**src/rtl/seqmon_pkg.sv**
```systemverilog
package seqmon_pkg;

    typedef enum logic [2:0] {
        ST_IDLE    = 3'd0,
        ST_STARTED = 3'd1,
        ST_EVAL    = 3'd2,
        ST_FALSE   = 3'd3,
        ST_TRUE    = 3'd4
    } prop_status_e;

    typedef enum logic [1:0] {
        STEP_HOLD = 2'd0,
        STEP_FAIL = 2'd1,
        STEP_MORE = 2'd2,
        STEP_DONE = 2'd3
    } step_e;

    typedef enum logic [1:0] {
        PH_IDLE = 2'd0,
        PH_ANT  = 2'd1,
        PH_CON  = 2'd2
    } phase_e;

endpackage

```
**src/rtl/seqmon_stepper.sv**
```systemverilog
module seqmon_stepper
    import seqmon_pkg::*;
#(
    parameter int LEN = 2,
    localparam int IW = (LEN > 1) ? $clog2(LEN) : 1
) (
    input  logic            active,
    input  logic [LEN-1:0]  items,
    input  logic [IW-1:0]   idx,
    output step_e           outcome,
    output logic [IW-1:0]   idx_next
);

    localparam logic [IW-1:0] LAST = IW'(LEN - 1);

    always_comb begin
        outcome  = STEP_HOLD;
        idx_next = idx;
        if (active) begin
            if (!items[idx]) begin
                outcome  = STEP_FAIL;
                idx_next = '0;
            end else if (idx == LAST) begin
                outcome  = STEP_DONE;
                idx_next = '0;
            end else begin
                outcome  = STEP_MORE;
                idx_next = idx + 1'b1;
            end
        end
    end

endmodule

```
**src/rtl/seq_impl_monitor.sv**
```systemverilog
module seq_impl_monitor
    import seqmon_pkg::*;
#(
    parameter int ANT_LEN = 2,
    parameter int CON_LEN = 5
) (
    input  logic               clk,
    input  logic               rst_n,
    input  logic               arm,
    input  logic [ANT_LEN-1:0] ant_bits,
    input  logic [CON_LEN-1:0] con_bits,
    output logic [2:0]         status,
    output logic               err_sticky
);

    localparam int AIW = (ANT_LEN > 1) ? $clog2(ANT_LEN) : 1;
    localparam int CIW = (CON_LEN > 1) ? $clog2(CON_LEN) : 1;

    typedef struct packed {
        phase_e        phase;
        logic [AIW-1:0] aidx;
        logic [CIW-1:0] cidx;
        prop_status_e  status;
        logic          err;
    } mon_t;

    mon_t mon_d, mon_q;

    step_e          ant_step, con_step;
    logic [AIW-1:0] ant_nidx;
    logic [CIW-1:0] con_nidx;

    seqmon_stepper #(.LEN(ANT_LEN)) u_ant (
        .active   (mon_q.phase == PH_ANT),
        .items    (ant_bits),
        .idx      (mon_q.aidx),
        .outcome  (ant_step),
        .idx_next (ant_nidx)
    );

    seqmon_stepper #(.LEN(CON_LEN)) u_con (
        .active   (mon_q.phase == PH_CON),
        .items    (con_bits),
        .idx      (mon_q.cidx),
        .outcome  (con_step),
        .idx_next (con_nidx)
    );

    always_comb begin
        mon_d = mon_q;
        case (mon_q.phase)
            PH_IDLE: begin
                mon_d.status = ST_IDLE;
                if (arm) begin
                    mon_d.phase = PH_ANT;
                    mon_d.aidx  = '0;
                end
            end
            PH_ANT: begin
                mon_d.aidx = ant_nidx;
                case (ant_step)
                    STEP_FAIL: begin
                        mon_d.phase  = PH_IDLE;
                        mon_d.status = ST_IDLE;
                    end
                    STEP_DONE: begin
                        mon_d.phase  = PH_CON;
                        mon_d.cidx   = '0;
                        mon_d.status = ST_STARTED;
                    end
                    default: mon_d.status = ST_IDLE;
                endcase
            end
            PH_CON: begin
                mon_d.cidx = con_nidx;
                case (con_step)
                    STEP_FAIL: begin
                        mon_d.phase  = PH_IDLE;
                        mon_d.status = ST_FALSE;
                        mon_d.err    = 1'b1;
                    end
                    STEP_DONE: begin
                        mon_d.phase  = PH_IDLE;
                        mon_d.status = ST_TRUE;
                    end
                    default: mon_d.status = ST_EVAL;
                endcase
            end
            default: begin
                mon_d.phase  = PH_IDLE;
                mon_d.status = ST_IDLE;
            end
        endcase
    end

    always_ff @(posedge clk or negedge rst_n) begin
        if (!rst_n) begin
            mon_q <= '{phase: PH_IDLE, aidx: '0, cidx: '0,
                       status: ST_IDLE, err: 1'b0};
        end else begin
            mon_q <= mon_d;
        end
    end

    assign status     = mon_q.status;
    assign err_sticky = mon_q.err;

endmodule

```
**config.mk**
```make
export PLATFORM = sky130hd
export DESIGN_NAME = seq_impl_monitor
export DESIGN_NICKNAME = d
export VERILOG_FILES = /design/src/rtl/seqmon_pkg.sv /design/src/rtl/seqmon_stepper.sv /design/src/rtl/seq_impl_monitor.sv
export SDC_FILE = /design/constraint.sdc
export NUM_CORES = 1
export LEC_CHECK = 0
export CORE_UTILIZATION = 39
export DETAILED_ROUTE_END_ITERATION = 12
export GPL_ROUTABILITY_DRIVEN = 0
export HOLD_SLACK_MARGIN = 0.08
export PLACE_DENSITY = 0.67
export SLEW_MARGIN = 10
export SYNTH_ARGS = -nofsm -noshare
export SYNTH_HDL_FRONTEND = slang
export SYNTH_SLANG_ARGS = --single-unit
```
**constraint.sdc**
```tcl
create_clock -name clk -period 1.5 [get_ports clk]
set_input_delay 0.375 -clock clk [delete_from_list [all_inputs] [get_ports clk]]
set_output_delay 0.375 -clock clk [all_outputs]
set_load 0.01 [all_outputs]
```
## After elaboration in Yosys (flattened, before gate mapping)

Index checks and enable logic that the tools add are counted.

- Bits of input ports: 10
- Logic and storage cells: 52
- Register bits: 10
- ROM bits: 0
- Bits in latches: 0
- RAM bits: 0
- Memories: 0

- Multiplexer cells: 24
- Equality and inequality tests: 11
- Multiply operators: 0
- Magnitude comparators: 2
- Reductions and logical operators: 8
- Bitwise gates (word level): 0
- $add $sub $neg: 2
- Div/mod/pow operators: 0
- Shift-type cells: 0

Operators by type and width:

| operator | count |
|---|---|
| case mux 3 bit (2 select lines) | 3 |
| two-way mux 3 bit | 4 |
| two-way mux 2 bit | 5 |
| two-way mux 1 bit | 8 |
| == test 2 x 1 -> 1 bit, second input constant | 3 |
| == test 2 bit, second input constant | 3 |
| != test 2 bit, second input constant | 3 |
| case mux 2 bit (3 select lines) | 1 |
| AND reduction 2 bit | 3 |
| less-than comparator 3 x 4 -> 1 bit, second input constant | 1 |
| case mux 2 bit (2 select lines) | 1 |
| nonzero test 2 bit | 2 |
| adder 3 x 1 -> 3 bit, second input constant | 1 |
| binary-select mux 1 bit (select 3 bit) | 1 |
| == test 3 bit, second input constant | 1 |
| != test 3 bit, second input constant | 1 |
| AND reduction 3 bit | 1 |
| logical NOT 2 bit | 1 |
| less-than comparator 1 x 2 -> 1 bit, second input constant | 1 |
| case mux 1 bit (2 select lines) | 1 |
| OR reduction 2 bit | 1 |
| adder 1 bit, second input constant | 1 |

## Depth between registers and ports, before layout

- Depth in word-level cells: 8
- Depth in mapped cells: 6
- Gate-level depth less buffers: 6

## Cells and area by module

From an unflattened synthesis, not the netlist that was laid out.

- Cells, all modules: 72
- Area, all modules: 740.7 um^2

By module, submodules not included:

| module | area each (um^2) | times used | cells each | seq. area each (um^2) |
|---|---|---|---|---|
| seq_impl_monitor | 490.5 | 1 | 41 | 250.2 |
| seqmon_stepper (u_con) | 205.2 | 1 | 25 | 0.0 |
| seqmon_stepper (u_ant) | 45.0 | 1 | 6 | 0.0 |

## Worst setup path before layout

OpenSTA, ideal clock, no wires.

- Kind: reg-to-reg
- Start: register mon_q[4] in the netlist's numbering
- End: register mon_q[8] in the netlist's numbering
- Slack: -0.142 ns
- Stages on the path, launching flop included: 5
- Arrival: 1.515 ns
- Library setup time: 0.128 ns
- Cell sequence: dfrtp_1 mux2_2 a222oi_1 o21ai_1 mux2_1

- Cells in the longest elaborated chain, start to end: 8
- Elaborated cells between the ends (all ways): 11
- Those cells by class: 4 x eq/ne; 5 x mux; 2 x reduce/logical

Ends and longest elaborated chain:

| element | line | source |
|---|---|---|
| from (decl) | seq_impl_monitor.sv:27 | `mon_t mon_d, mon_q;` |
| from (signal assigned) | seq_impl_monitor.sv:98 | `mon_q <= '{phase: PH_IDLE, aidx: '0, cidx: '0,` |
| from (signal assigned) | seq_impl_monitor.sv:101 | `mon_q <= mon_d;` |
| binary-select mux 1 bit (select 3 bit) or == test 3 bit (tied branches) | seqmon_stepper.sv:20, seqmon_stepper.sv:23 |  |
| two-way mux 1 bit (on tied branches) | seqmon_stepper.sv:20, seqmon_stepper.sv:23 |  |
| two-way mux 2 bit * | seqmon_stepper.sv:20 | `if (!items[idx]) begin` |
| two-way mux 2 bit * | seqmon_stepper.sv:19 | `if (active) begin` |
| == test 2 x 1 -> 1 bit or == test 2 bit (tied branches) | seq_impl_monitor.sv:76 | `case (con_step)` |
| OR reduction 2 bit (no source line) * | n/a |  |
| != test 2 bit (no source line) * | n/a |  |
| AND reduction 3 bit (no source line) * | n/a |  |

Every way passes the cells marked *; elsewhere a longest branch is shown, timed or not. The select of a mux whose other input is x is not followed.
A chain may end at the register's enable or synchronous reset.

## Worst setup path in the final report

- Start: register mon_q[4] in the netlist's numbering
- End: register mon_q[4] in the netlist's numbering

- Cells in the longest elaborated chain, start to end: 4
- Elaborated cells between the ends (all ways): 7
- Those cells by class: 1 x add/sub; 1 x eq/ne; 5 x mux

Ends and longest elaborated chain:

| element | line | source |
|---|---|---|
| adder 3 x 1 -> 3 bit (tied with other cells) | seqmon_stepper.sv:28 | `idx_next = idx + 1'b1;` |
| two-way mux 3 bit or two-way mux 1 bit (tied branches) | seqmon_stepper.sv:23, seqmon_stepper.sv:20 |  |
| two-way mux 3 bit * | seqmon_stepper.sv:20 |  |
| case mux 3 bit (2 select lines) * | seq_impl_monitor.sv:51 | `case (mon_q.phase)` |

Marks and branches as above.

==> flow_summary.toml <==
[critical_path]
crit_chain = "mux2_4 > a222oi_1 > buf_4 > nor3_2 > mux2_4"
startpoint_type = "register"
cp_top_family = "multiplexers"
path_common_cell = "mux2_4"
crit_required_ps = 1650
crit_type = "reg -> reg"
crit_buf_inv = 1
critical_path.max_fanout = 5
slowest_stage = "dfrtp_2"
worst_setup_path_end_kind = "register"
cp.arrival_ps = 1910
max_stage_delay_ps = 440

[clock_tree]
clkLatencyLatePin_ps = 270
numClockSinks = 10
htree_levels = 1
root_buffer = "clkbuf_4"
ctsHoldBuffers = 0
cts_buffer_depth = 2
clkTransAtPathRegs_ps = 60
cts_tree = "built"
cts_buffers = 3

[detailed_routing]
vias = 471
drt-met1-wl_um = 514
drc = 0
routed_wl_um = 1150
route.met3.wl_um = 68
post_drt_wl_per_cell_um = 12.2
dr_wl_met2_um = 553
top_layer = "met4"
ant_nets = 0
dr.pass1.iters = 4
drt_iter0_drc = 8
via_per_inst = 5.01

[timing]
slew_headroom_pct = 69.8
slew_violations = 0
grt_setup_unrepaired = "yes"
tightest_slew_ps = 451
setup-violations-final = 5
final_hold_viol_count = 0
fin_worst_skew_ps = 4.97
timing.fmax_ghz = 0.568
finalCriticalPeriod_ps = 1760
setup_tns_ps = -1100
finalWorstSetupSlack_ps = -261
fin_crit_sh_pct = 117

[placed_design]
dpl-instance-area_um2 = 792
dpl.hpwl_um = 880
io_buffers = 13
place_inst = 89

[synth]
synth-seq-cells = 10
synth_simple_gate_area_share_pct = 14.1
synth-compound-area-share_pct = 13.9
synth_mux_area_share_pct = 9.34
synth_cell_types = 23
syn_inst = 56
synth.yosys.warnings = 0
synth_top_family_by_area = "simple AND/OR/NAND/NOR gates"
syn_area_um2 = 603
synth_edf_count = 0
synthXorXnorAreaFrac_pct = 0
synth_fa_ha_area_share_pct = 12.4
synthesis.nets = 72
synth-seq-area-share_pct = 41.5
async_flop_share_pct = 100
avgSynthCellArea_um2 = 10.8
yosys_most_used_dff = "dfrtp_1"

[finish]
stdcell_count = 94
design_area_um2 = 853
drive_above_1_share_pct = 27.8
syn2layout_area_growth_pct = 41.5
n_antenna_cell = 0
nets = 97

[power]
vdd_drop_max_mv = 0.642
power_w = 0.00103
p_leak_nw = 0.445
p_per_area_mw_per_mm2 = 1210

[floorplan]
die_x_um = 41.3
die_y_um = 41.3
dieArea_mm2 = 0.00171
num_rows = 13
boundaryPins = 14
core-area_mm2 = 0.00137
initial_utilization_pct = 44.1

[status]
violations = "setup timing"
status = "finished with violations"

[global_routing]
grt_max_degree = 11
grt_pass1_wl_um = 1750
overflow = 0
grt_pass1_vias = 434
grt_use_total_pct = 16.6
antenna_found_initial = 0

[flow_run]
maxCapViolCount = 0

[hold_path]
min_path_type = "in -> async"
cell usage in the layout, fill, tap and decap left out, drive strengths merged, types with 2 or more instances in the layout:
cell,n
o21ai,2
nor2,2
a22o,2
nor2b,2
buf,10
mux2,5
inv,8
dlygate4sd2,4
dlymetal6s2s,2
clkbuf,3
dfrtp,10
nor3,2
a21oi,3
o21a,2
ha,6
clkdlybuf4s50,7
path summary, 6_finish.rpt:
kind	depth (start not counted)	start	slack, ps	endpoint
max in group asynchronous	1	rst_n	750	mon_q[4]
setup reg to reg	5	mon_q[4]	-260	mon_q[4]
setup / recovery	5	mon_q[4]	-260	mon_q[4]
min in group clk	1	err_sticky	460	err_sticky
hold reg to reg	1	err_sticky	460	err_sticky
hold / removal	1	rst_n	420	mon_q[9]
Yosys cell counts (2+ instances only):
| master | n | share of area (%) |
|---|---|---|
| inv_1 | 8 | 5.0 |
| mux2_1 | 2 | 3.7 |
| ha_1 | 6 | 12 |
| o21a_1 | 2 | 2.5 |
| nor2b_1 | 2 | 2.1 |
| nor2_1 | 2 | 1.2 |
| a22o_1 | 2 | 2.9 |
| a21oi_1 | 3 | 2.5 |
| dfrtp_1 | 10 | 41 |
| mux2_2 | 3 | 5.6 |
| nor3_1 | 2 | 1.7 |
| buf_4 | 3 | 3.7 |
kinds of logic after synthesis:
family          Yosys count
simple gates             12
buf+inv                  11
compound gates           12
mux                       5
flops                    10
fa+ha+maj                 6
metrics by stage:
stage          worst slack (ps)  utilization (%)  hold slack, ps
3_3_place_gp               -511             58.0             458
5_1_grt                    -346             62.5             473
4_1_cts                    -223             60.2             432
6_report                   -261             62.5             421
2_1_floorplan              -115                -            79.4
3_5_place_dp               -520             58.0             466
area by class of cell:
class                   count  area [µm²]
clock buffers               3        22.5
fillers                   118         513
inverters                   8        30.0
multi-input cells          35         325
flip-flops and latches     10         251
well taps                  15        18.8
repair buffers             23         205
flip-flops by register name, indices dropped and copies added, names as in the netlist:
register    count
err_sticky      1
status          3
mon_q           6
routing by layer:
metal	vias up	track usage, %
met5	-	0
met4	0	2.42
met3	2	9.57
met2	11	27.3
met1	219	19.1
li1	239	-
power breakdown:
| part | switching [W] | total (W) | internal [W] |
|---|---|---|---|
| clock network | 0.0000846 | 0.000177 | 0.0000923 |
| logic | 0.000210 | 0.000482 | 0.000272 |
| registers | 0.0000476 | 0.000374 | 0.000326 |
| total | 0.000343 | 0.00103 | 0.000690 |
what timing repair did:
action	4_1_cts	5_1_grt
endpoints found under the setup margin	7	7
resized for setup	7	5
pin swaps	0	1
setup buffers	1	1
No activity file was read; power rests on OpenSTA's default activity.
